File: config.mk
export PLATFORM = sky130hd
export DESIGN_NAME = modem_line_status_rpt
export DESIGN_NICKNAME = d
export VERILOG_FILES = /design/src/rtl/mlsr_pkg.sv /design/src/rtl/mlsr_modem_track.sv /design/src/rtl/mlsr_line_track.sv /design/src/rtl/mlsr_report_fsm.sv /design/src/rtl/modem_line_status_rpt.sv
export SDC_FILE = /design/constraint.sdc
export NUM_CORES = 1
export LEC_CHECK = 0
export ABC_AREA = 1
export BUFFER_PORTS_ARGS = -buffer_cell sky130_fd_sc_hd__buf_2
export CAP_MARGIN = 40
export CORE_ASPECT_RATIO = 1.2
export CORE_MARGIN = 1
export CORE_UTILIZATION = 35
export CTS_CLUSTER_DIAMETER = 50
export DETAILED_ROUTE_END_ITERATION = 7
export GPL_TIMING_DRIVEN = 0
export MAX_ROUTING_LAYER = met4
export SYNTH_ARGS = -nofsm -noshare
export SYNTH_HDL_FRONTEND = slang
export SYNTH_SLANG_ARGS = --single-unit
File: constraint.sdc
create_clock -name clk -period 1.6 [get_ports clk]
set_clock_uncertainty 0.1 [all_clocks]
set_input_delay 0 -clock clk [delete_from_list [all_inputs] [get_ports clk]]
set_output_delay 0 -clock clk [all_outputs]
set_load 0.1 [all_outputs]
File: src/rtl/mlsr_pkg.sv
package mlsr_pkg;
    localparam int BYTE_W = 8;
    localparam int LINE_N = 4;
    localparam int ERR_N  = 4;
    // line index order fixes the bit order of both nibbles of the modem byte
    localparam int L_CTS = 0;
    localparam int L_DSR = 1;
    localparam int L_RI  = 2;
    localparam int L_CD  = 3;

    typedef enum logic [1:0] {
        ST_IDLE,
        ST_SEND_MSR,
        ST_SEND_LSR
    } rpt_state_t;
endpackage

File: src/rtl/mlsr_modem_track.sv
module mlsr_modem_track
    import mlsr_pkg::*;
#(
    parameter int N = LINE_N
) (
    input  logic              clk,
    input  logic              rst_n,
    input  logic [N-1:0]      lvl,
    input  logic              clr,
    output logic [2*N-1:0]    msr,
    output logic              change
);
    logic [N-1:0] lvl_q;
    logic [N-1:0] delta_q;
    logic [N-1:0] set_v;

    // per-line change detect; the ring line only flags its trailing edge
    for (genvar i = 0; i < N; i++) begin : g_line
        if (i == L_RI) begin : g_trail
            assign set_v[i] = lvl_q[i] & ~lvl[i];
        end else begin : g_any
            assign set_v[i] = lvl_q[i] ^ lvl[i];
        end
    end

    always_ff @(posedge clk) begin
        if (!rst_n) begin
            lvl_q   <= '0;
            delta_q <= '0;
        end else begin
            lvl_q   <= lvl;
            delta_q <= set_v | (delta_q & ~{N{clr}});
        end
    end

    assign change = |(lvl ^ lvl_q);
    assign msr    = {lvl_q, delta_q};
endmodule

File: src/rtl/mlsr_line_track.sv
module mlsr_line_track
    import mlsr_pkg::*;
(
    input  logic              clk,
    input  logic              rst_n,
    input  logic [ERR_N-1:0]  err_pulse,
    input  logic              rx_ready,
    input  logic              thr_empty,
    input  logic              tx_empty,
    input  logic              clr,
    output logic [BYTE_W-1:0] lsr,
    output logic              err_evt
);
    // err_pulse order: 3 break, 2 framing, 1 parity, 0 overrun
    logic [ERR_N-1:0] sticky_q;
    logic             rx_q;
    logic             thr_q;
    logic             tx_q;

    always_ff @(posedge clk) begin
        if (!rst_n) begin
            sticky_q <= '0;
            rx_q     <= 1'b0;
            thr_q    <= 1'b0;
            tx_q     <= 1'b0;
        end else begin
            sticky_q <= err_pulse | (sticky_q & ~{ERR_N{clr}});
            rx_q     <= rx_ready;
            thr_q    <= thr_empty;
            tx_q     <= tx_empty;
        end
    end

    assign err_evt = |err_pulse;
    assign lsr     = {|sticky_q[ERR_N-1:1], tx_q, thr_q, sticky_q, rx_q};
endmodule

File: src/rtl/mlsr_report_fsm.sv
module mlsr_report_fsm
    import mlsr_pkg::*;
(
    input  logic              clk,
    input  logic              rst_n,
    input  logic              req_evt,
    input  logic [BYTE_W-1:0] msr,
    input  logic [BYTE_W-1:0] lsr,
    input  logic              rpt_ready,
    output logic              rpt_valid,
    output logic [BYTE_W-1:0] rpt_data,
    output logic              rpt_last,
    output logic              launch
);
    rpt_state_t        state_q;
    rpt_state_t        state_d;
    logic              pend_q;
    logic [BYTE_W-1:0] snap_msr_q;
    logic [BYTE_W-1:0] snap_lsr_q;

    assign launch = (state_q == ST_IDLE) && pend_q;

    always_comb begin
        state_d = state_q;
        unique case (state_q)
            ST_IDLE:     if (pend_q)    state_d = ST_SEND_MSR;
            ST_SEND_MSR: if (rpt_ready) state_d = ST_SEND_LSR;
            ST_SEND_LSR: if (rpt_ready) state_d = ST_IDLE;
            default:                    state_d = ST_IDLE;
        endcase
    end

    always_ff @(posedge clk) begin
        if (!rst_n) begin
            state_q    <= ST_IDLE;
            pend_q     <= 1'b0;
            snap_msr_q <= '0;
            snap_lsr_q <= '0;
        end else begin
            state_q <= state_d;
            pend_q  <= req_evt | (pend_q & ~launch);
            if (launch) begin
                snap_msr_q <= msr;
                snap_lsr_q <= lsr;
            end
        end
    end

    always_comb begin
        rpt_valid = 1'b0;
        rpt_data  = '0;
        rpt_last  = 1'b0;
        unique case (state_q)
            ST_IDLE: ;
            ST_SEND_MSR: begin
                rpt_valid = 1'b1;
                rpt_data  = snap_msr_q;
            end
            ST_SEND_LSR: begin
                rpt_valid = 1'b1;
                rpt_data  = snap_lsr_q;
                rpt_last  = 1'b1;
            end
            default: ;
        endcase
    end
endmodule

File: src/rtl/modem_line_status_rpt.sv
module modem_line_status_rpt
    import mlsr_pkg::*;
(
    input  logic              clk,
    input  logic              rst_n,
    input  logic [LINE_N-1:0] modem_lvl,
    input  logic              err_overrun,
    input  logic              err_parity,
    input  logic              err_framing,
    input  logic              err_break,
    input  logic              rx_ready,
    input  logic              thr_empty,
    input  logic              tx_empty,
    input  logic              rd_strobe,
    input  logic              rpt_ready,
    output logic              rpt_valid,
    output logic [BYTE_W-1:0] rpt_data,
    output logic              rpt_last,
    output logic [BYTE_W-1:0] msr_out,
    output logic [BYTE_W-1:0] lsr_out
);
    logic launch;
    logic clr;
    logic modem_chg;
    logic err_evt;

    assign clr = rd_strobe | launch;

    mlsr_modem_track #(.N(LINE_N)) u_modem (
        .clk    (clk),
        .rst_n  (rst_n),
        .lvl    (modem_lvl),
        .clr    (clr),
        .msr    (msr_out),
        .change (modem_chg)
    );

    mlsr_line_track u_line (
        .clk       (clk),
        .rst_n     (rst_n),
        .err_pulse ({err_break, err_framing, err_parity, err_overrun}),
        .rx_ready  (rx_ready),
        .thr_empty (thr_empty),
        .tx_empty  (tx_empty),
        .clr       (clr),
        .lsr       (lsr_out),
        .err_evt   (err_evt)
    );

    mlsr_report_fsm u_fsm (
        .clk       (clk),
        .rst_n     (rst_n),
        .req_evt   (modem_chg | err_evt),
        .msr       (msr_out),
        .lsr       (lsr_out),
        .rpt_ready (rpt_ready),
        .rpt_valid (rpt_valid),
        .rpt_data  (rpt_data),
        .rpt_last  (rpt_last),
        .launch    (launch)
    );
endmodule

==> results.tsv <==
stage	metric	value	unit
global_routing	largest net degree at the start of global routing	11	
placement	Port Buf Inserts	40	
layout	most common cell after layout, fill and taps aside	nand2_1	
power_and_ir_drop	Static Leak	1.04	nW
routing	ANT nets after route	0	
yosys	Syn Area/Cell	7.41	sq um
floorplan	full die area	4450	sq um
routing	DRC errors left	0	
worst_hold_path	hold endpoint	u_fsm.state_q[0]	
layout	sequential cell area	691	sq um
critical_path	FF-to-FF Start	u_fsm.state_q[0]	
worst_hold_path	Hold WC Path Type	input pin to flip-flop	
sta	final max-slew violation count	0	
sta	Final period util	103	%
critical_path	FF-to-FF End	u_fsm.state_q[1]	
layout	Area Overhead vs Synth	54.9	%
clock_network	CTS H-tree depth	2	
sta	max_slew headroom	67.8	%
sta	Slew @ Worst Pin	0.486	ns
critical_path	startpoint types	flip-flop	
floorplan	die width	61.1	um
critical_path	CP most frequent cell	buf_12	
floorplan	num rows	25	
clock_network	Worst-path clk slew	0.06	ns
status	failing checks	setup timing	
floorplan	I/O pin total	41	
sta	RSZ-0062 raised after global routing	yes	
sta	post-route setup slack	-0.0433	ns
routing	drt via density	4.46	
global_routing	vias in the first global route	1229	
placement	Placer Congestion	0.727	
placement	Setup WS pre-CTS	-0.247	ns
clock_network	worst skew pair latency	0.28	ns
layout	# diodes	0	
placement	dpl hpwl	2480	um
routing	TritonRoute pass-1 iters	4	
yosys	synthesized net count	220	
layout	Nets	287	
yosys	cell count after synthesis	198	
yosys	#FFs+latches synth	34	
clock_network	clock sink count	34	
status	status	finished, violations left	
yosys	Yosys Warn Count	0	
critical_path	critical path data arrival time	1.54	ns
floorplan	initial cell density of the core	36.9	%
sta	Max Freq	609	MHz
clock_network	Clock Path Buffers	2	
worst_hold_path	hold_sp	rpt_ready	
yosys	Cell Area, Synth	1470	sq um
critical_path	CP Max Fanout	8	
global_routing	initial antenna violation count	0	
critical_path	CP bufs+invs	4	
power_and_ir_drop	Power Dens Cells	1320	nW/um^2
critical_path	Req. time, crit path	1.50	ns
yosys	top cells by area, synth	dfxtp_1 46%, nand2_1 12%, a21oi_1 7.5%	
critical_path	Crit path max-delay family	buffers and inverters	
routing	Via Count	1418	
power_and_ir_drop	Worst VDD drop	0.000577	V
critical_path	cells along the critical path	inv_4 -> ha_4 -> clkinvlp_4 -> buf_12 -> a21oi_4 -> buf_12	
critical_path	R2R Setup Slk	0.18	ns
sta	Setup Viol. Count Final	8	
sta	Tmin final	1.64	ns
critical_path	Worst Setup End Kind	output port	
yosys	Cell variety after synth	19	
clock_network	CTS tree	done	
routing	DRT iter0 DRCs	69	
worst_hold_path	Hold Crit Depth	5	
sta	Final Hold Fails	0	
clock_network	CTS root buf	clkbuf_8	
power_and_ir_drop	total power	3.01	mW
layout	layout cells sized above 1	33.0	%
routing	WL/cell	11.2	um
global_routing	global-route wire length before repair	5930	um
layout	multi-input logic area	724	sq um
layout	# fillers	383	
global_routing	global route overflow	0	
flow_run	Max-Cap Viols	0	
yosys	post-synthesis sequential area ratio	46.4	%
routing	final wirelength	3570	um
floorplan	die height	72.9	um
yosys	area leader, netlist	dfxtp_1	
critical_path	slowest stage delay, CP	0.35	ns
yosys	Yosys top cell area share	46.4	%
critical_path	R2R depth	7	
global_routing	GRT Overall Usage	19.0	%
layout	most frequent cells in the layout	46 x nand2_1, 34 x buf_2, 28 x nor2_1, 28 x dfxtp_1, 22 x inv_1	
clock_network	CTS Buf Count	5	
critical_path	worst setup path category	flip-flop to output port	
critical_path	CP max stage cell	dfxtp_2	
floorplan	core area	3970	sq um
## worst min-delay path: cells and delay by family
| kind | cells | cell delay [ns] |
|---|---|---|
| compound gates | 2 | 0.16 |
| simple gates | 2 | 0.13 |
| buf+inv | 1 | 0.07 |
## worst max-delay path by stage
stage,start,end,slack (ns),cells after the start
floorplan,u_fsm.state_q[1],rpt_data[0],-0.41,4
global placement,u_fsm.state_q[1],rpt_data[7],-0.25,5
detailed placement,u_fsm.state_q[1],rpt_data[7],-0.25,5
CTS,u_fsm.state_q[1],rpt_data[7],-0.04,6
global route,u_fsm.state_q[0],rpt_data[1],-0.1,6
finish,u_fsm.state_q[0],rpt_data[1],-0.04,6
## kinds of logic (layout without fill, tap and decap cells)
logic type	count (synthesis)	count (layout)	share of synthesized area, %
and+or+nand+nor	81	81	21.8
buffers and inverters	37	103	12.0
adders and majority gates	7	7	5.97
AOI/OAI and AO/OA	39	39	13.7
DFF	34	34	46.4
## per-layer routing
| metal | GRT usage [%] | wire [um] |
|---|---|---|
| met5 | - | 0 |
| met4 | 8.33 | 73 |
| met3 | 3.72 | 125 |
| met2 | 29.0 | 1750 |
| met1 | 24.0 | 1610 |
## cell type report
type	instances	share of cell area, %
Buffer	10	3.19
Timing Repair Buffer	61	23.1
Multi-Input combinational cell	127	31.9
Sequential cell	34	30.4
Clock buffer	6	3.63
Tap cell	54	2.97
Inverter	26	4.79
## report_power, final
part           internal, mW  total, mW  switching [mW]
combinational         0.459       1.35           0.894
clock                 0.331      0.615           0.283
sequential            0.968       1.04          0.0710
total                  1.76       3.01            1.25
## cells in the mapped netlist
cell	instances
nor2_1	28
ha_1	7
nor3_1	2
o21ai_0	12
a21oi_1	22
inv_1	25
buf_2	3
o21bai_2	1
nand2_1	46
buf_4	4
dfxtp_1	34
clkbuf_2	1
buf_6	2
inv_4	1
nand3_1	3
nand2_2	1
o21ai_1	4
clkbuf_1	1
nor2_4	1
## repair_timing
item                       in CTS  in global routing
cloned                          0                  0
setup endpoints to repair       8                  9
pin swaps                       1                  1
hold buffers                   13                  0
gates resized for setup        35                  1
hold endpoints to repair       19                  0
setup buffers                   7                  1
## state kept, by name (all words and copies together), names as in the netlist
| name | count |
|---|---|
| u_fsm.snap_msr_q | 8 |
| u_line.tx_q | 1 |
| u_fsm.snap_lsr_q | 8 |
| u_line.sticky_q | 4 |
| u_line.rx_q | 1 |
| u_modem.delta_q | 4 |
| u_fsm.state_q | 2 |
| u_modem.lvl_q | 4 |
| u_line.thr_q | 1 |
| u_fsm.pend_q | 1 |
## stage by stage
| step | TNS, ns | utilization (%) | hold slack (ns) | cells | area (sq um) |
|---|---|---|---|---|---|
| finish | -0.282 | 57.2 | 0.0271 | 318 | 2270 |
| global route | -0.657 | 57.2 | 0.0691 | 318 | 2270 |
| CTS | -0.266 | 56.9 | 0.0210 | 317 | 2260 |
| detailed placement | -1.86 | 46.8 | 0.0848 | 292 | 1860 |
| global placement | -1.86 | 46.8 | 0.0800 | 292 | 1860 |
| floorplan | -3.27 | - | -0.00658 | 198 | 1590 |
(Power assumes the default switching activity.)
